$ cat config.mk
export PLATFORM = sky130hd
export DESIGN_NAME = pll_ctrl_top
export DESIGN_NICKNAME = d
export VERILOG_FILES = /design/src/rtl/pll_ctrl_pkg.sv /design/src/rtl/pll_ctrl_sync.sv /design/src/rtl/pll_ctrl_regs.sv /design/src/rtl/pll_ctrl_srcsel.sv /design/src/rtl/pll_ctrl_top.sv
export SDC_FILE = /design/constraint.sdc
export NUM_CORES = 1
export LEC_CHECK = 0
export BUFFER_PORTS_ARGS = -buffer_cell sky130_fd_sc_hd__buf_2
export CORE_MARGIN = 5
export CORE_UTILIZATION = 30
export DETAILED_ROUTE_END_ITERATION = 8
export GPL_TIMING_DRIVEN = 0
export PLACE_DENSITY = 0.66
export SYNTH_ARGS = -nofsm -noshare
export SYNTH_HDL_FRONTEND = slang
export SYNTH_HIERARCHICAL = 1
export SYNTH_SLANG_ARGS = --single-unit
$ cat constraint.sdc
create_clock -name clk -period 4.7 [get_ports clk]
set_clock_uncertainty 0.05 [all_clocks]
set_input_delay 0.705 -clock clk [delete_from_list [all_inputs] [get_ports clk]]
set_output_delay 0.705 -clock clk [all_outputs]
set_load 0.005 [all_outputs]
$ cat src/rtl/pll_ctrl_pkg.sv
package pll_ctrl_pkg;
  localparam int MF_W   = 12;
  localparam int DF_W   = 4;
  localparam int DATA_W = 32;

  typedef struct packed {
    logic            force_ref;
    logic            en;
    logic [DF_W-1:0] df;
    logic [MF_W-1:0] mf;
  } ctrl_word_t;

  localparam int CTRL_W = $bits(ctrl_word_t);
endpackage

$ cat src/rtl/pll_ctrl_sync.sv
module pll_ctrl_sync #(
  parameter int STAGES = 2
) (
  input  logic clk,
  input  logic d_i,
  output logic q_o
);
  logic [STAGES-1:0] chain_q;

  generate
    if (STAGES == 1) begin : g_one
      always_ff @(posedge clk) chain_q <= d_i;
    end else begin : g_many
      always_ff @(posedge clk) chain_q <= {chain_q[STAGES-2:0], d_i};
    end
  endgenerate

  assign q_o = chain_q[STAGES-1];
endmodule

$ cat src/rtl/pll_ctrl_regs.sv
module pll_ctrl_regs
  import pll_ctrl_pkg::*;
#(
  parameter logic [MF_W-1:0] MF_RST = 12'd20
) (
  input  logic       clk,
  input  logic       rst_n,
  input  logic       pll_init_i,
  input  logic       wr_ctrl_i,
  input  ctrl_word_t wdata_i,
  output ctrl_word_t ctrl_q_o,
  output ctrl_word_t ctrl_d_o
);
  ctrl_word_t ctrl_q, ctrl_d;

  always_comb begin
    ctrl_d = ctrl_q;
    if (!rst_n) begin
      ctrl_d.mf        = MF_RST;
      ctrl_d.df        = '0;
      ctrl_d.force_ref = 1'b0;
      ctrl_d.en        = pll_init_i;
    end else if (wr_ctrl_i) begin
      ctrl_d = wdata_i;
    end
  end

  always_ff @(posedge clk) ctrl_q <= ctrl_d;

  assign ctrl_q_o = ctrl_q;
  assign ctrl_d_o = ctrl_d;

  logic in_rst_q;
  always_ff @(posedge clk) in_rst_q <= !rst_n;

  // one edge after a reset cycle the reset values are held
  always @(posedge clk) begin
    if (in_rst_q) begin
      a_r1_reset_values: assert (ctrl_q.mf == MF_RST && ctrl_q.df == '0 && !ctrl_q.force_ref);
    end
  end
endmodule

$ cat src/rtl/pll_ctrl_srcsel.sv
module pll_ctrl_srcsel
  import pll_ctrl_pkg::*;
(
  input  logic            clk,
  input  logic            rst_n,
  input  logic            en_d_i,
  input  logic            force_d_i,
  input  logic [DF_W-1:0] df_d_i,
  input  logic            wr_ctrl_i,
  input  logic            lock_sync_i,
  output logic            sel_pll_o,
  output logic            bypass_o
);
  logic hold_q, hold_d;
  logic lock_prev_q;
  logic lock_rise;
  logic sel_q, byp_q;

  assign lock_rise = lock_sync_i & ~lock_prev_q;

  always_comb begin
    if (!rst_n)         hold_d = 1'b0;
    else if (wr_ctrl_i) hold_d = 1'b1;
    else                hold_d = hold_q & ~lock_rise;
  end

  always_ff @(posedge clk) begin
    lock_prev_q <= lock_sync_i;
    hold_q      <= hold_d;
    sel_q       <= en_d_i & ~force_d_i & ~hold_d & lock_sync_i;
    byp_q       <= (df_d_i == '0);
  end

  assign sel_pll_o = sel_q;
  assign bypass_o  = byp_q;

  // a control write always lands on the reference
  a_r9_write_forces_ref: assert property (@(posedge clk) disable iff (!rst_n)
    wr_ctrl_i |=> !sel_q);

  // PLL path only after a synchronized lock
  a_r3_sel_needs_lock: assert property (@(posedge clk) disable iff (!rst_n)
    sel_q |-> $past(lock_sync_i));
endmodule

$ cat src/rtl/pll_ctrl_top.sv
module pll_ctrl_top
  import pll_ctrl_pkg::*;
#(
  parameter logic [11:0] MF_RST      = 12'd20,
  parameter int          SYNC_STAGES = 2
) (
  input  logic        clk,
  input  logic        rst_n,
  input  logic        pll_init_i,
  input  logic        lock_raw_i,
  input  logic        bus_wr_i,
  input  logic        bus_addr_i,
  input  logic [31:0] bus_wdata_i,
  output logic [31:0] bus_rdata_o,
  output logic [11:0] mult_o,
  output logic [3:0]  div_o,
  output logic        pll_en_o,
  output logic        div_bypass_o,
  output logic        clk_sel_pll_o,
  output logic        lock_ok_o
);
  localparam int PAD_W = DATA_W - CTRL_W;

  ctrl_word_t ctrl_q, ctrl_d, wr_word;
  logic       wr_ctrl;
  logic       lock_sync;

  assign wr_ctrl = bus_wr_i & rst_n & (bus_addr_i == 1'b0);
  assign wr_word = ctrl_word_t'(bus_wdata_i[CTRL_W-1:0]);

  pll_ctrl_sync #(.STAGES(SYNC_STAGES)) u_sync (
    .clk (clk),
    .d_i (lock_raw_i),
    .q_o (lock_sync)
  );

  pll_ctrl_regs #(.MF_RST(MF_RST)) u_regs (
    .clk        (clk),
    .rst_n      (rst_n),
    .pll_init_i (pll_init_i),
    .wr_ctrl_i  (wr_ctrl),
    .wdata_i    (wr_word),
    .ctrl_q_o   (ctrl_q),
    .ctrl_d_o   (ctrl_d)
  );

  pll_ctrl_srcsel u_srcsel (
    .clk         (clk),
    .rst_n       (rst_n),
    .en_d_i      (ctrl_d.en),
    .force_d_i   (ctrl_d.force_ref),
    .df_d_i      (ctrl_d.df),
    .wr_ctrl_i   (wr_ctrl),
    .lock_sync_i (lock_sync),
    .sel_pll_o   (clk_sel_pll_o),
    .bypass_o    (div_bypass_o)
  );

  assign mult_o    = ctrl_q.mf;
  assign div_o     = ctrl_q.df;
  assign pll_en_o  = ctrl_q.en;
  assign lock_ok_o = lock_sync & rst_n;

  always_comb begin
    if (bus_addr_i == 1'b0) bus_rdata_o = {{PAD_W{1'b0}}, ctrl_q};
    else bus_rdata_o = {29'd0, div_bypass_o, clk_sel_pll_o, lock_ok_o};
  end

  // status lock reads invalid during reset
  always_comb begin
    if (!rst_n) a_r6_status_in_reset: assert (!lock_ok_o);
  end

  // no PLL select without enable
  a_r4_no_enable_no_pll: assert property (@(posedge clk) disable iff (!rst_n)
    !pll_en_o |-> !clk_sel_pll_o);

  // force-reference bit keeps the reference
  a_r10_force_ref: assert property (@(posedge clk) disable iff (!rst_n)
    ctrl_q.force_ref |-> !clk_sel_pll_o);

  // bypass flag tracks a zero division factor
  a_r8_bypass_tracks_div: assert property (@(posedge clk) disable iff (!rst_n)
    div_bypass_o == (div_o == 4'd0));
endmodule

==> metrics.md <==
| Metric | Value |
|---|---|
| Clock-pin slew on the worst setup and hold paths | 0.08 ns |
| Leak | 0.806 nW |
| Setup crit end kind | output pin |
| Detail Route Antenna Nets | 0 |
| Count of final setup violators | 0 |
| Total chip power | 0.000424 W |
| Final Cycle Share | 0.465 |
| Rows | 22 |
| Max-Cap Viols | 0 |
| Peak Freq | 458 MHz |
| #FFs+latches synth | 24 |
| Worst Hold Class | flip-flop to flip-flop |
| DRC | 0 |
| Synth-to-layout area growth | 40.9% |
| Synth top area cells | dfxtp_1 42%, nor2b_1 16%, mux2i_1 16% |
| Via count | 912 |
| Drt first pass iters | 4 |
| Reg2Reg Depth | 4 |
| Pins Over Slew Limit | 0 |
| Hold Fails Final Rpt | 0 |
| CP required | 3.94 ns |
| R2R setup slack | 3.74 ns |
| VDD IR-drop max | 232 uV |
| WS Path Type | input port to output pin |
| WP data arrival | 1.43 ns |
| CORE AREA | 3660 um^2 |
| Register area share after synthesis | 0.423 |
| Share of the synthesized area in the top cell type | 0.423 |
| Num CTS Buffers | 3 |
| Routed WL | 2620 um |
| Final TNS setup | 0 ns |
| Total Routing Usage GR | 0.106 |
| Clk_lat worst skew | 0.26 ns |
| DIE HEIGHT | 71.5 um |
| Largest net degree at the start of global routing | 14 |
| # diodes | 0 |
| Routability congestion estimate | 0.698 |
| PostCTS Resize Cnt | 0 |
| RSZ-0062 raised after global routing | no |
| Initial antenna violation count | 0 |
| Final core occ | 0.437 |
| Startpoint types | input port |
| DR iter-0 viols | 24 |
| Remaining Overflow, GRT | 0 |
| DIE WIDTH | 71.5 um |
| WL/cell | 11.2 um |
| P per Cell Area | 265 nW/um^2 |
| DPL Wire Length | 2080 um |
| CTS Sinks | 24 |
| Post-synth top area cell | dfxtp_1 |
| Root buf cell | clkbuf_8 |
| Share of cells above drive strength 1 | 0.465 |
| Crit Reg-Reg Startpoint | u_regs/ctrl_q_o[16] |
| NumNets Final | 224 |
| Top-level port count | 90 |
| Critical path peak fanout | 13 |
| Die area | 5110 um^2 |
| Vias in the first global route | 947 |
| First-pass GRT wire length | 4380 um |
| Min cycle time layout | 2.19 ns |
| # hold bufs at CTS | 0 |
| Longest Clk Path Bufs | 2 |
| Setup bufs post-CTS | 0 |
| Port buffer count | 60 |
| Status | finished, final reports clean |
| Mean Syn Cell Area | 10.5 um^2 |
| Layout fillers | 386 |
| Vias/cell | 3.91 |
| Crit path to | bus_rdata_o[0] |
| Htree depth | 1 |
| Terminus of the critical flop-to-flop path | u_srcsel/sel_pll_o |
| CTS tree | built |
| Starting Density | 0.310 |
| Synthesized area | 1130 um^2 |
| Post-Synthesis Cells | 108 |
| Post-synth cell types | 19 |
| Syn. warnings | 6 |
| Critical path startpoint | rst_n |
layout make-up:
class / count / area (um^2) / area share
plain buffers: 19 / 163 / 0.102
clock buffers: 4 / 55.1 / 0.0344
well taps: 48 / 60.1 / 0.0376
flip-flops and latches: 24 / 480 / 0.300
repair buffers: 60 / 300 / 0.188
multi-input cells: 78 / 541 / 0.338
flip-flops by register name, summed over array words and instances, names as in the netlist:
signal	flops
u_regs/ctrl_q_o	18
u_sync/chain_q	2
u_srcsel/bypass_o	1
u_srcsel/hold_q	1
u_srcsel/lock_prev_q	1
u_srcsel/sel_pll_o	1
layout by cell type, fill, tap and decap left out:
cell | netlist | layout
and2b_1 | 1 | 1
and3b_1 | 1 | 1
nor2_1 | 3 | 3
nor2b_1 | 29 | 29
conb_1 | 1 | 14
o21ai_1 | 1 | 1
clkbuf_1 | 1 | 1
mux2_4 | 3 | 3
dfxtp_1 | 24 | 24
clkbuf_8 | 0 | 4
buf_2 | 0 | 60
nor4_1 | 1 | 1
buf_12 | 1 | 1
o21a_1 | 1 | 1
a21oi_1 | 1 | 1
buf_4 | 14 | 14
nor3b_2 | 1 | 1
and2_1 | 1 | 1
mux2i_1 | 18 | 18
nand2_1 | 3 | 3
buf_6 | 3 | 3
per-stage QoR:
stage | cells | setup slack, ns | hold slack, ns | instance area [um^2]
6_report | 233 | 2.51 | 0.280 | 1600
5_1_grt | 233 | 2.48 | 0.300 | 1600
4_1_cts | 233 | 2.51 | 0.283 | 1600
3_5_place_dp | 229 | 2.38 | 0.263 | 1540
3_3_place_gp | 229 | 2.37 | 0.260 | 1540
2_1_floorplan | 121 | 2.55 | 0.260 | 1180
report_power, final:
part	total [W]	internal [W]	leakage, nW	switching, W
clock network	0.000137	0.0000746	0.0288	0.0000624
registers	0.000218	0.000213	0.197	0.00000536
logic	0.0000692	0.0000409	0.581	0.0000284
total	0.000424	0.000328	0.806	0.0000961
worst min-delay path by stage:
stage | slack [ns] | depth (start not counted) | startpoint | to
floorplan | 0.26 | 0 | u_sync/chain_q[0] | u_sync/chain_q[1]
global placement | 0.26 | 0 | u_sync/chain_q[0] | u_sync/chain_q[1]
detailed placement | 0.26 | 0 | u_sync/chain_q[0] | u_sync/chain_q[1]
CTS | 0.28 | 0 | u_sync/chain_q[0] | u_sync/chain_q[1]
global route | 0.30 | 0 | u_sync/chain_q[0] | u_sync/chain_q[1]
finish | 0.28 | 0 | u_sync/chain_q[0] | u_sync/chain_q[1]
critical path, cell delays in order:
cell	delay, ns
buf_2	0.16
and2_1	0.18
mux2_4	0.25
buf_2	0.13
per-layer routing:
layer,up-vias,track usage,routed length (um)
met4,0,0,0
met1,393,0.130,1060
li1,475,-,-
met3,0,0.0421,273
met5,-,0,0
met2,44,0.185,1290
cell usage after synthesis (all sizes together):
| library cell | count |
|---|---|
| dfxtp | 24 |
| mux2i | 18 |
| buf | 18 |
| nor2 | 3 |
| and3b | 1 |
| o21a | 1 |
| nand2 | 3 |
| nor4 | 1 |
| a21oi | 1 |
| clkbuf | 1 |
| nor2b | 29 |
| o21ai | 1 |
| nor3b | 1 |
| and2b | 1 |
| mux2 | 3 |
| conb | 1 |
| and2 | 1 |
logic make-up (layout without fill, tap and decap cells):
kind of cell           after synthesis  in the layout  share of synthesized area
other                                1             14                    0.00330
buffers and inverters               19             83                      0.143
AND/OR/NAND/NOR                     40             40                      0.216
multiplexers                        21             21                      0.198
AO/OA/AOI/OAI                        3              3                     0.0154
flip-flops                          24             24                      0.423
Power figures use the tool's default switching activity.
